### src/rtl/sram_async_pkg.sv
package sram_async_pkg;

  typedef enum logic [1:0] {
    ST_IDLE  = 2'd0,
    ST_READ  = 2'd1,
    ST_WRITE = 2'd2
  } seq_state_t;

  // picoseconds to whole clock cycles, never below one
  function automatic int unsigned to_cycles(input int unsigned t_ps,
                                            input int unsigned clk_ps);
    int unsigned n;
    n = (t_ps + clk_ps - 1) / clk_ps;
    if (n < 1) n = 1;
    return n;
  endfunction

  function automatic int unsigned max_of(input int unsigned a,
                                         input int unsigned b);
    return (a > b) ? a : b;
  endfunction

endpackage

### src/rtl/sram_cycle_timer.sv
module sram_cycle_timer #(
  parameter int CNT_W = 4
) (
  input  logic             clk,
  input  logic             rst,
  input  logic             clear,
  output logic [CNT_W-1:0] count
);

  localparam logic [CNT_W-1:0] CNT_MAX = '1;

  always_ff @(posedge clk) begin
    if (rst || clear) begin
      count <= '0;
    end else if (count != CNT_MAX) begin
      count <= count + 1'b1;
    end
  end

endmodule

### src/rtl/sram_lane_ctrl.sv
module sram_lane_ctrl #(
  parameter int DATA_W = 16,
  parameter int LANES  = DATA_W / 8
) (
  input  logic [LANES-1:0]  be_req,
  input  logic [LANES-1:0]  be_act,
  input  logic [DATA_W-1:0] raw_in,
  output logic [LANES-1:0]  sel_n,
  output logic [DATA_W-1:0] masked_in
);

  for (genvar g = 0; g < LANES; g++) begin : g_lane
    assign sel_n[g]             = ~be_req[g];
    assign masked_in[g*8 +: 8]  = be_act[g] ? raw_in[g*8 +: 8] : 8'h00;
  end

endmodule

### src/rtl/sram_seq_fsm.sv
module sram_seq_fsm
  import sram_async_pkg::*;
#(
  parameter int ADDR_W     = 16,
  parameter int DATA_W     = 16,
  parameter int LANES      = DATA_W / 8,
  parameter int CNT_W      = 4,
  parameter int READ_CYC   = 1,
  parameter int WE_LOW_CYC = 2,
  parameter int HZ_CYC     = 1
) (
  input  logic              clk,
  input  logic              rst,
  input  logic              req_valid,
  input  logic              req_we,
  input  logic [ADDR_W-1:0] req_addr,
  input  logic [DATA_W-1:0] req_wdata,
  input  logic [LANES-1:0]  sel_n_req,
  input  logic [DATA_W-1:0] rd_masked,
  input  logic [CNT_W-1:0]  count,
  output logic              timer_clear,
  output logic              req_ready,
  output logic [DATA_W-1:0] rd_data,
  output logic              rd_valid,
  output logic [ADDR_W-1:0] sram_addr,
  output logic              sram_ce_n,
  output logic              sram_we_n,
  output logic              sram_oe_n,
  output logic [LANES-1:0]  sram_bs_n,
  output logic [DATA_W-1:0] sram_dq_out,
  output logic              sram_dq_oe
);

  localparam logic [CNT_W-1:0] RD_LAST = CNT_W'(READ_CYC - 1);
  localparam logic [CNT_W-1:0] WR_LAST = CNT_W'(WE_LOW_CYC - 1);
  localparam logic [CNT_W-1:0] DRV_ON  = CNT_W'(HZ_CYC - 1);

  seq_state_t state;

  assign timer_clear = (state == ST_IDLE);

  always_ff @(posedge clk) begin
    if (rst) begin
      state       <= ST_IDLE;
      req_ready   <= 1'b1;
      rd_data     <= '0;
      rd_valid    <= 1'b0;
      sram_addr   <= '0;
      sram_ce_n   <= 1'b1;
      sram_we_n   <= 1'b1;
      sram_oe_n   <= 1'b1;
      sram_bs_n   <= '1;
      sram_dq_out <= '0;
      sram_dq_oe  <= 1'b0;
    end else begin
      rd_valid <= 1'b0;
      unique case (state)
        ST_IDLE: begin
          if (req_valid && req_ready) begin
            req_ready   <= 1'b0;
            sram_ce_n   <= 1'b0;
            sram_addr   <= req_addr;
            sram_bs_n   <= sel_n_req;
            sram_dq_out <= req_wdata;
            if (req_we) begin
              state     <= ST_WRITE;
              sram_we_n <= 1'b0;
            end else begin
              state     <= ST_READ;
              sram_oe_n <= 1'b0;
            end
          end
        end
        ST_READ: begin
          if (count == RD_LAST) begin
            rd_data   <= rd_masked;
            rd_valid  <= 1'b1;
            sram_ce_n <= 1'b1;
            sram_oe_n <= 1'b1;
            sram_bs_n <= '1;
            req_ready <= 1'b1;
            state     <= ST_IDLE;
          end
        end
        ST_WRITE: begin
          if (count == WR_LAST) begin
            sram_ce_n  <= 1'b1;
            sram_we_n  <= 1'b1;
            sram_dq_oe <= 1'b0;
            sram_bs_n  <= '1;
            req_ready  <= 1'b1;
            state      <= ST_IDLE;
          end else if (count == DRV_ON) begin
            sram_dq_oe <= 1'b1;
          end
        end
        default: state <= ST_IDLE;
      endcase
    end
  end

endmodule

### src/rtl/sram_async_ctrl.sv
module sram_async_ctrl
  import sram_async_pkg::*;
#(
  parameter int ADDR_W  = 16,
  parameter int DATA_W  = 16,
  parameter int CLK_PS  = 20000,
  parameter int T_AA_PS = 10000,
  parameter int T_OE_PS = 5000,
  parameter int T_WP_PS = 7000,
  parameter int T_CW_PS = 8000,
  parameter int T_BW_PS = 7000,
  parameter int T_DW_PS = 5000,
  parameter int T_HZ_PS = 5000
) (
  input  logic                  clk,
  input  logic                  rst,
  input  logic                  req_valid,
  output logic                  req_ready,
  input  logic                  req_we,
  input  logic [ADDR_W-1:0]     req_addr,
  input  logic [DATA_W-1:0]     req_wdata,
  input  logic [DATA_W/8-1:0]   req_be,
  output logic [DATA_W-1:0]     rd_data,
  output logic                  rd_valid,
  output logic [ADDR_W-1:0]     sram_addr,
  output logic                  sram_ce_n,
  output logic                  sram_we_n,
  output logic                  sram_oe_n,
  output logic [DATA_W/8-1:0]   sram_bs_n,
  output logic [DATA_W-1:0]     sram_dq_out,
  output logic                  sram_dq_oe,
  input  logic [DATA_W-1:0]     sram_dq_in
);

  localparam int LANES      = DATA_W / 8;
  localparam int AA_CYC     = to_cycles(T_AA_PS, CLK_PS);
  localparam int OE_CYC     = to_cycles(T_OE_PS, CLK_PS);
  localparam int WP_CYC     = to_cycles(T_WP_PS, CLK_PS);
  localparam int CW_CYC     = to_cycles(T_CW_PS, CLK_PS);
  localparam int BW_CYC     = to_cycles(T_BW_PS, CLK_PS);
  localparam int DW_CYC     = to_cycles(T_DW_PS, CLK_PS);
  localparam int HZ_CYC     = to_cycles(T_HZ_PS, CLK_PS);
  localparam int READ_CYC   = max_of(AA_CYC, OE_CYC);
  localparam int WE_LOW_CYC = max_of(max_of(max_of(WP_CYC, CW_CYC),
                                            max_of(BW_CYC, AA_CYC)),
                                     HZ_CYC + DW_CYC);
  localparam int CNT_W      = $clog2(max_of(READ_CYC, WE_LOW_CYC) + 1);

  logic [LANES-1:0]  sel_n_req;
  logic [DATA_W-1:0] rd_masked;
  logic [CNT_W-1:0]  count;
  logic              timer_clear;

  sram_cycle_timer #(.CNT_W(CNT_W)) u_timer (
    .clk   (clk),
    .rst   (rst),
    .clear (timer_clear),
    .count (count)
  );

  sram_lane_ctrl #(.DATA_W(DATA_W), .LANES(LANES)) u_lanes (
    .be_req    (req_be),
    .be_act    (~sram_bs_n),
    .raw_in    (sram_dq_in),
    .sel_n     (sel_n_req),
    .masked_in (rd_masked)
  );

  sram_seq_fsm #(
    .ADDR_W     (ADDR_W),
    .DATA_W     (DATA_W),
    .LANES      (LANES),
    .CNT_W      (CNT_W),
    .READ_CYC   (READ_CYC),
    .WE_LOW_CYC (WE_LOW_CYC),
    .HZ_CYC     (HZ_CYC)
  ) u_fsm (
    .clk         (clk),
    .rst         (rst),
    .req_valid   (req_valid),
    .req_we      (req_we),
    .req_addr    (req_addr),
    .req_wdata   (req_wdata),
    .sel_n_req   (sel_n_req),
    .rd_masked   (rd_masked),
    .count       (count),
    .timer_clear (timer_clear),
    .req_ready   (req_ready),
    .rd_data     (rd_data),
    .rd_valid    (rd_valid),
    .sram_addr   (sram_addr),
    .sram_ce_n   (sram_ce_n),
    .sram_we_n   (sram_we_n),
    .sram_oe_n   (sram_oe_n),
    .sram_bs_n   (sram_bs_n),
    .sram_dq_out (sram_dq_out),
    .sram_dq_oe  (sram_dq_oe)
  );

endmodule

### config.mk
export PLATFORM = sky130hd
export DESIGN_NAME = sram_async_ctrl
export DESIGN_NICKNAME = d
export VERILOG_FILES = /design/src/rtl/sram_async_pkg.sv /design/src/rtl/sram_cycle_timer.sv /design/src/rtl/sram_lane_ctrl.sv /design/src/rtl/sram_seq_fsm.sv /design/src/rtl/sram_async_ctrl.sv
export SDC_FILE = /design/constraint.sdc
export NUM_CORES = 1
export LEC_CHECK = 0
export ABC_AREA = 1
export BUFFER_PORTS_ARGS = -buffer_cell sky130_fd_sc_hd__buf_2
export CAP_MARGIN = 5
export CORE_MARGIN = 10
export CORE_UTILIZATION = 42
export DETAILED_ROUTE_END_ITERATION = 7
export PLACE_DENSITY = 0.81
export RECOVER_POWER = 100
export SLEW_MARGIN = 5
export SYNTH_ARGS = -nofsm -noshare
export SYNTH_HDL_FRONTEND = slang
export SYNTH_SLANG_ARGS = --single-unit
### constraint.sdc
create_clock -name clk -period 1.2 [get_ports clk]
set_input_delay 0.06 -clock clk [delete_from_list [all_inputs] [get_ports clk]]
set_output_delay 0.06 -clock clk [all_outputs]
set_load 0.005 [all_outputs]
==> results of run 1 <==
state kept, by name, indices dropped and copies added (netlist names):
name,count
u_timer.count,2
u_fsm.sram_dq_out,16
u_fsm.sram_ce_n,1
u_fsm.sram_bs_n,2
u_fsm.sram_addr,16
u_fsm.rd_valid,1
u_fsm.state,2
u_fsm.rd_data,16
u_fsm.sram_oe_n,1
u_fsm.sram_dq_oe,1
u_fsm.sram_we_n,1
cells by family after synthesis:
| logic type | synth area share [%] |
|---|---|
| fa+ha+maj | 4.05 |
| compound gates | 21.1 |
| buf+inv | 12.8 |
| simple gates | 14.3 |
| flops | 47.7 |
cell type report:
| type | instances | area [um^2] |
|---|---|---|
| fill | 444 | 1690 |
| inverter | 47 | 179 |
| clock buffer | 11 | 141 |
| clock inverter | 5 | 100 |
| tap | 72 | 90.1 |
| antenna | 2 | 5.00 |
| sequential | 59 | 1190 |
| multi-input combinational | 173 | 1150 |
| timing repair buffer | 162 | 1060 |
power by group through the flow:
stage,logic (mW),clock network [mW],registers [mW]
after global placement,2.92,0,2.78
after global routing,4.08,2.32,2.88
final,3.72,2.20,2.83
after floorplan,1.96,0,2.83
after detailed placement,3.01,0,2.81
after CTS,3.24,2.24,2.76
per-layer routing:
metal / global-route usage (%) / up-vias / routed length, um
li1: - / 1270 / -
met2: 26.4 / 92 / 4290
met4: 7.33 / 0 / 173
met5: 0 / - / 0
met1: 16.5 / 1186 / 3350
met3: 5.25 / 15 / 476
timing repair:
action,4_1_cts,5_1_grt
pin swaps,0,2
hold endpoints to repair,33,1
hold buffers,33,1
resized for setup,15,38
gates cloned,0,3
buffers inserted,2,0
setup endpoints to repair,42,55
synth_stat cells:
library cell and number:
a211oi_1 2, dfxtp_1 59, inv_1 45, buf_6 8
o21ai_1 18, o21ai_0 14, nor2_4 1, buf_4 3
nand3_2 1, nand3_4 1, nand2_1 39, nand3_1 24
clkbuf_4 1, o21ai_2 19, or2_2 1, inv_2 2
buf_2 4, nor2_1 3, a21oi_1 36, ha_1 8
nand4_1 1, nand2_2 4
critical path, cell delays in order, from the launching register on:
cell and delay, ps:
dfxtp_2 350, inv_4 80, ha_4 200, nand3_4 150, buf_6 190, o21ai_2 130, a21oi_1 60
per-stage QoR:
stage / hold WS, ps / instance area, um^2 / instances / setup WS, ps
after global routing: 7.54 / 3910 / 531 / -129
after global placement: 259 / 3140 / 474 / -22.9
after floorplan: 138 / 2500 / 294 / -16.1
after CTS: 0.820 / 3770 / 525 / -41.9
final: 2.62 / 3910 / 531 / -76.5
after detailed placement: 261 / 3140 / 474 / -83.3
worst paths after layout:
path                            cells after the start                     to                  start
worst max-delay path                                6   u_fsm.sram_dq_out[1]         u_fsm.state[1]
worst min-delay path                                3     u_fsm.sram_addr[4]            req_addr[4]
worst max register to register                      6   u_fsm.sram_dq_out[1]         u_fsm.state[1]
worst min register to register                      2  u_fsm.sram_dq_out[12]  u_fsm.sram_dq_out[12]
==> results_dict.tcl, run 1 <==
set metrics [dict create \
    wirelength_um 8290 \
    synth.avg_cell_area_um2 8.41 \
    layout_commonest_cell "buf_2" \
    most-common-layout-cells "56 x buf_2, 54 x clkbuf_1, 54 x dfxtp_1" \
    p_comb_share_pct 42.5 \
    synth_cells 294 \
    grt_antenna_before_repair 2 \
    maxCapViolations 0 \
    switching_share_pct 37.0 \
    yosys-top-cells-area "dfxtp_1 48%, a21oi_1 7.3%, inv_1 6.8%" \
    dr.pass1.iters 4 \
    slew_violations 0 \
    hp-class "in -> reg" \
    drc 0 \
    vdd_ir_drop_max_mv 1.58 \
    utilization_pct 69.8 \
    die_w_um 96.7 \
    hold_violations 0 \
    grt_pass1_vias 2492 \
    yosysWarnings 0 \
    area_growth_syn_to_layout_pct 58.2 \
    cp.required_ps 1420 \
    p_int_mw 5.51 \
    rsz0062_at_grt "yes" \
    grt_overflow 0 \
    cp_max_fo 9 \
    htreeDepth 3 \
    dieHeight_um 96.7 \
    cts_tree "done" \
    grt_max_degree 33 \
    root_buffer "clkbuf_8" \
    dr.first_iter.drc_count 93 \
    ios 110 \
    synth_top_cell_by_area "dfxtp_1" \
    finalPower_mw 8.75 \
    yosysUniqueCellTypes 22 \
    syn_nets 356 \
    grt_pass1_wl_um 12100 \
    p_clk_share_pct 25.2 \
    cp-end-kind "flop" \
    p_leak_nw 1.67 \
    max_slew_margin_pct 81.6 \
    cp-start-kind "flop" \
    violations "negative setup slack" \
    seqPwrFrac_pct 32.3 \
    status "finished with violations" \
    totalNegativeSetupSlack_ps -1310 \
    wl_per_cell_um 15.6 \
    die_area_um2 9360 \
    ys_ff_latch 59 \
    fin_worst_skew_ps 5.85 \
    clk-insertion-delay-late_ps 330 \
    ys_seq_area_share_pct 47.7 \
    finalSetupViolCount 40 \
    vias 2563 \
    synth.top_cell.area_share_pct 47.7 \
    power_density_nw_per_um2 2230 \
    finalNetCount 514 \
    worstMarginPinSlew_ps 276 \
    rows 27 \
    cts_buffers 9 \
    crit_type "reg -> reg" \
    drive_above_1_share_pct 34.8 \
    gp_congestion 0.882 \
    max_freq_ghz 0.783 \
    grtUsageTotal_pct 15.4 \
    syn_area_um2 2470 \
    finalCritPeriodShare_pct 106 \
    critPathArrivalTime_ps 1500 \
    core_area_um2 5610 \
    io_buffers 109 \
    power.switching_mw 3.23 \
    detail_route.vias_per_cell 4.83 \
    fin_crit_ps 1280 \
    final_antenna_net_count 0 \
    clk_pin_slew_ps 70 \
    ctsLongestPathBuffers 2 \
    hpwl_um 5200 \
    cts.sinks 59 \
    start_util_pct 44.1 \
    rrSetupSlack_ps -80 \
    layout_setup_ws_ps -76.5 \
]
No activity file was read; power rests on OpenSTA's default activity.
==> run 2, diff against run 1 <==
CORE_UTILIZATION = 30   (was 42)
PLACE_DENSITY = 0.63   (was 0.81)
==> run 2 against run 1 <==
The run still ends with negative setup slack left. Setup slack improved by 34 ps. First-iteration DRC count decreased by 29%. Sequential share of layout area increased by 0.26 points. Final area decreased by 0.54%. Combinational power decreased by 11%. Sequential cell count unchanged. Count of clock-buffer cells in the layout unchanged. Final cell count increased by 6.4%. Die area increased by 31%. Clock power decreased by 12%. Clock skew increased by 0.98 ps. Critical path depth unchanged.
==> results_dict.tcl, run 2 (same netlist as run 1, synthesis figures left out) <==
set metrics [dict create \
    layout_commonest_cell "buf_2" \
    max_freq_ghz 0.805 \
    fin_crit_ps 1240 \
    die_area_um2 12300 \
    layout_setup_ws_ps -42.4 \
    vias 2452 \
    top_layer "met4" \
    most-common-layout-cells "65 x buf_2, 55 x dfxtp_1, 46 x clkbuf_1" \
    holdWs_ps 7.11 \
    final_antenna_net_count 0 \
    io_buffers 109 \
    area_growth_syn_to_layout_pct 57.4 \
    wl_met1_um 3150 \
    drive_above_1_share_pct 32.4 \
    grt_antenna_before_repair 0 \
    finalCritPeriodShare_pct 104 \
    postCtsSetupRepairBufs 0 \
    hpwl_um 5290 \
    power_density_nw_per_um2 2070 \
    wl_per_cell_um 13.0 \
    maxCapViolations 0 \
    fillerInstances 803 \
    start_util_pct 30.4 \
    grt_pass1_wl_um 12300 \
    status "finished with violations" \
    hold_violations 0 \
    gp_congestion 0.813 \
    die_w_um 111 \
    cp_max_fo 27 \
    vdd_ir_drop_max_mv 1.13 \
    dr.first_iter.drc_count 66 \
    ctsLongestPathBuffers 2 \
    dpl_cell_area_um2 3170 \
    met2_wirelength_um 3560 \
    max_slew_margin_pct 81.1 \
    detail_route.vias_per_cell 4.34 \
    design_area_um2 3890 \
    violations "negative setup slack" \
    dr.pass1.iters 4 \
    root_buffer "clkbuf_8" \
    slew_violations 0 \
    finalNetCount 517 \
    clk-insertion-delay-late_ps 320 \
    cp-start-kind "flop" \
    wl_met3_um 511 \
    rows 33 \
    fin_worst_skew_ps 6.83 \
    top_regs "u_fsm.rd_data (16), u_fsm.sram_addr (16), u_fsm.sram_dq_out (16)" \
    totalNegativeSetupSlack_ps -436 \
    cts.sinks 59 \
    grtUsageTotal_pct 11.9 \
    p_leak_nw 1.68 \
    clk_pin_slew_ps 70 \
    rsz0062_at_grt "yes" \
    crit_type "reg -> reg" \
    wirelength_um 7350 \
    grt_max_degree 30 \
    cp-end-kind "flop" \
    ios 110 \
    worstMarginPinSlew_ps 283 \
    dieHeight_um 111 \
    antenna_cells 0 \
    hp-class "in -> reg" \
    utilization_pct 47.9 \
    core_area_um2 8130 \
    htreeDepth 3 \
    grt_pass1_vias 2498 \
    place_worst_setup_slack_ps -75.8 \
    cts_buffers 9 \
    cts_tree "done" \
    finalSetupViolCount 28 \
    cp.required_ps 1410 \
    drc 0 \
    critPathArrivalTime_ps 1450 \
    grt_overflow 0 \
]
[run 2: changes by cell type in the layout (fill, tap and decap cells not counted), moves of 4 or more]
| cell | change |
|---|---|
| buf_6 | -4 |
| clkbuf_1 | -8 |
| a21oi_2 | -5 |
| buf_2 | +9 |
| dlygate4sd3_1 | +8 |
| o21ai_1 | +12 |
| a21oi_1 | +5 |
| o21ai_2 | -8 |
[run 2: per-stage QoR]
stage          total power [mW]  cells
5_1_grt                    8.74    565
4_1_cts                    8.00    563
6_report                   8.06    565
3_3_place_gp               5.76    506
3_5_place_dp               5.82    506
2_1_floorplan              4.79    294
[run 2: final timing paths]
check	start	end	slack, ps	cells after the start
setup / recovery	u_fsm.state[0]	u_fsm.sram_dq_out[6]	-40	6
hold reg to reg	u_fsm.sram_dq_out[7]	u_fsm.sram_dq_out[7]	440	2
hold / removal	req_addr[2]	u_fsm.sram_addr[2]	7	3
setup reg to reg	u_fsm.state[0]	u_fsm.sram_dq_out[6]	-40	6
[run 2: timing repair]
action | CTS | global route
resized for setup | 14 | 27
gates cloned | 0 | 1
endpoints found under the setup margin | 35 | 57
endpoints found under the hold margin | 41 | 1
pin swaps | 0 | 1
hold buffers | 41 | 1
[run 2: area by class of cell]
type                    instances  area [um^2]  area share (%)
flip-flops and latches         59         1190            30.6
clock buffers                  11          131            3.38
repair buffers                166         1090            28.1
multi-input cells             172         1090            28.0
clock inverters                 5         77.6            1.99
well taps                     105          131            3.38
inverters                      47          179            4.60
[run 2: power breakdown]
group / leakage [nW] / total [mW] / switching (mW) / internal [mW]
clock network: 0.103 / 1.94 / 0.773 / 1.16
registers: 0.485 / 2.81 / 0.326 / 2.49
logic: 1.09 / 3.31 / 1.86 / 1.45
total: 1.68 / 8.06 / 2.96 / 5.10
[run 2: worst max-delay path, stage by stage (launching register included)]
cell	delay (ps)
dfxtp_4	360
inv_4	80
ha_4	170
nand3_4	130
buf_12	200
o21ai_2	120
a21oi_1	50
[run 2: metal layers]
| layer | vias up | global-route usage, % |
|---|---|---|
| met2 | 75 | 19.3 |
| met1 | 1087 | 14.1 |
| li1 | 1280 | - |
| met3 | 10 | 3.79 |
| met4 | 0 | 4.69 |
| met5 | - | 0 |
==> run 3, diff against run 2 <==
GPL_TIMING_DRIVEN = 0   (was default)
==> run 3 against run 2 <==
The run ends with negative hold slack, negative setup slack left. Final area up 2.8%. Clock power decreased by 5%. Non-clock buffer count is 7 higher. Setup slack got worse by 53 ps. Via count grew 4.9%. Combinational power is 10% higher.
==> results_dict.tcl, run 3 (same netlist as run 1, synthesis figures left out) <==
set metrics [dict create \
    ctsLongestPathBuffers 2 \
    gp_congestion 0.806 \
    core_area_um2 8130 \
    cts_buffers 9 \
    maxCapViolations 0 \
    reg2reg_from "u_fsm.state[0]" \
    totalNegativeSetupSlack_ps -1890 \
    cts.sinks 59 \
    seqPwrFrac_pct 34.1 \
    p_leak_nw 1.73 \
    detail_route.vias_per_cell 4.47 \
    vdd_ir_drop_max_mv 1.07 \
    rrSetupSlack_ps -100 \
    p_int_mw 5.10 \
    switching_share_pct 38.8 \
    most-common-layout-cells "67 x buf_2, 55 x dfxtp_1, 46 x clkbuf_1" \
    p_clk_share_pct 22.2 \
    grt_overflow 0 \
    startpoint "u_fsm.state[0]" \
    htreeDepth 3 \
    grt_antenna_before_repair 1 \
    fin_crit_ps 1300 \
    max_slew_margin_pct 80.7 \
    die_area_um2 12300 \
    p_comb_share_pct 43.8 \
    power_density_nw_per_um2 2080 \
    clk-insertion-delay-late_ps 340 \
    grt_max_degree 12 \
    grtUsageTotal_pct 12.8 \
    rows 33 \
    finalNetCount 526 \
    grt_pass1_vias 2655 \
    final_antenna_net_count 0 \
    start_util_pct 30.4 \
    cp.required_ps 1420 \
    wl_per_cell_um 14.3 \
    drc 0 \
    cts_tree "done" \
    finalSetupViolCount 46 \
    crit_path_end "u_fsm.sram_dq_out[4]" \
    rr_worst_depth 6 \
    cp_max_fo 6 \
    clk_pin_slew_ps 70 \
    grt_pass1_wl_um 13100 \
    crit_type "reg -> reg" \
    violations "negative hold slack, negative setup slack" \
    vias 2571 \
    die_w_um 111 \
    design_area_um2 4000 \
    dr.pass1.iters 4 \
    cp-start-kind "flop" \
    critPathArrivalTime_ps 1510 \
    area_growth_syn_to_layout_pct 61.8 \
    hp-class "in -> reg" \
    ios 110 \
    wirelength_um 8230 \
    hpwl_um 5550 \
    r2r_end "u_fsm.sram_dq_out[4]" \
    max_freq_ghz 0.772 \
    rsz0062_at_grt "yes" \
    worstMarginPinSlew_ps 289 \
    layout_setup_ws_ps -95.3 \
    io_buffers 109 \
    dr.first_iter.drc_count 112 \
    drive_above_1_share_pct 36.2 \
    root_buffer "clkbuf_8" \
    finalCritPeriodShare_pct 108 \
    holdWs_ps -0.512 \
    cp-end-kind "flop" \
    status "finished with violations" \
    dieHeight_um 111 \
    top_regs "u_fsm.rd_data (16), u_fsm.sram_addr (16), u_fsm.sram_dq_out (16)" \
    layout_commonest_cell "buf_2" \
    hold_violations 1 \
    fin_worst_skew_ps 10.5 \
    power.switching_mw 3.23 \
    slew_violations 0 \
    dpl_cell_area_um2 3180 \
]
## run 3: stage by stage
stage,std cells,setup slack (ps),total power [mW],utilization (%)
global route,575,-149,8.97,49.2
CTS,573,-87.5,8.35,49.0
finish,575,-95.3,8.33,49.2
detailed placement,508,-210,5.83,39.0
floorplan,294,-16.1,4.79,-
global placement,508,-197,5.78,39.0
## run 3: repair_timing
action,in CTS,in global routing
buffers inserted,2,1
setup endpoints to repair,56,52
pin swaps,4,3
hold buffers,42,0
cloned,6,0
endpoints found under the hold margin,42,0
resized for setup,37,17
## run 3: layout make-up
class                           count  area (um^2)
Fill cell                         772         4130
Sequential cell                    59         1190
Multi-Input combinational cell    174         1160
Timing Repair Buffer              158          986
Inverter                           47          181
Buffer                             15          144
Clock buffer                       10          138
Tap cell                          105          131
Clock inverter                      6         63.8
Antenna cell                        1         2.50
## run 3: layer usage
layer,GRT usage (%),vias to the layer above,share of wire [%]
met5,0,-,0
met2,21.5,90,48
met4,4.86,0,1.8
li1,-,1297,-
met1,14.8,1172,44
met3,4.06,12,6.7
## run 3: worst min-delay path by stage
stage	startpoint	slack, ps	cells past startpoint	end
2_1_floorplan	rst	140	1	u_fsm.sram_dq_oe
5_1_grt	req_addr[4]	-4	3	u_fsm.sram_addr[4]
3_5_place_dp	rst	270	2	u_fsm.sram_dq_oe
3_3_place_gp	rst	270	2	u_fsm.sram_dq_oe
6_report	req_addr[4]	-0.5	3	u_fsm.sram_addr[4]
4_1_cts	req_be[0]	1	4	u_fsm.sram_bs_n[0]
## run 3: power groups by stage
stage / sequential [mW] / combinational (mW) / clock, mW
floorplan: 2.83 / 1.96 / 0
global placement: 2.79 / 2.99 / 0
detailed placement: 2.81 / 3.02 / 0
CTS: 2.81 / 3.62 / 1.92
global route: 2.90 / 4.09 / 1.98
finish: 2.84 / 3.65 / 1.85
## run 3: critical path, cell delays in order, from the launching register on
cell     delay (ps)
dfxtp_4         350
inv_4            70
ha_4            210
nand3_4         160
buf_6           190
o21ai_4         150
a21oi_2          40
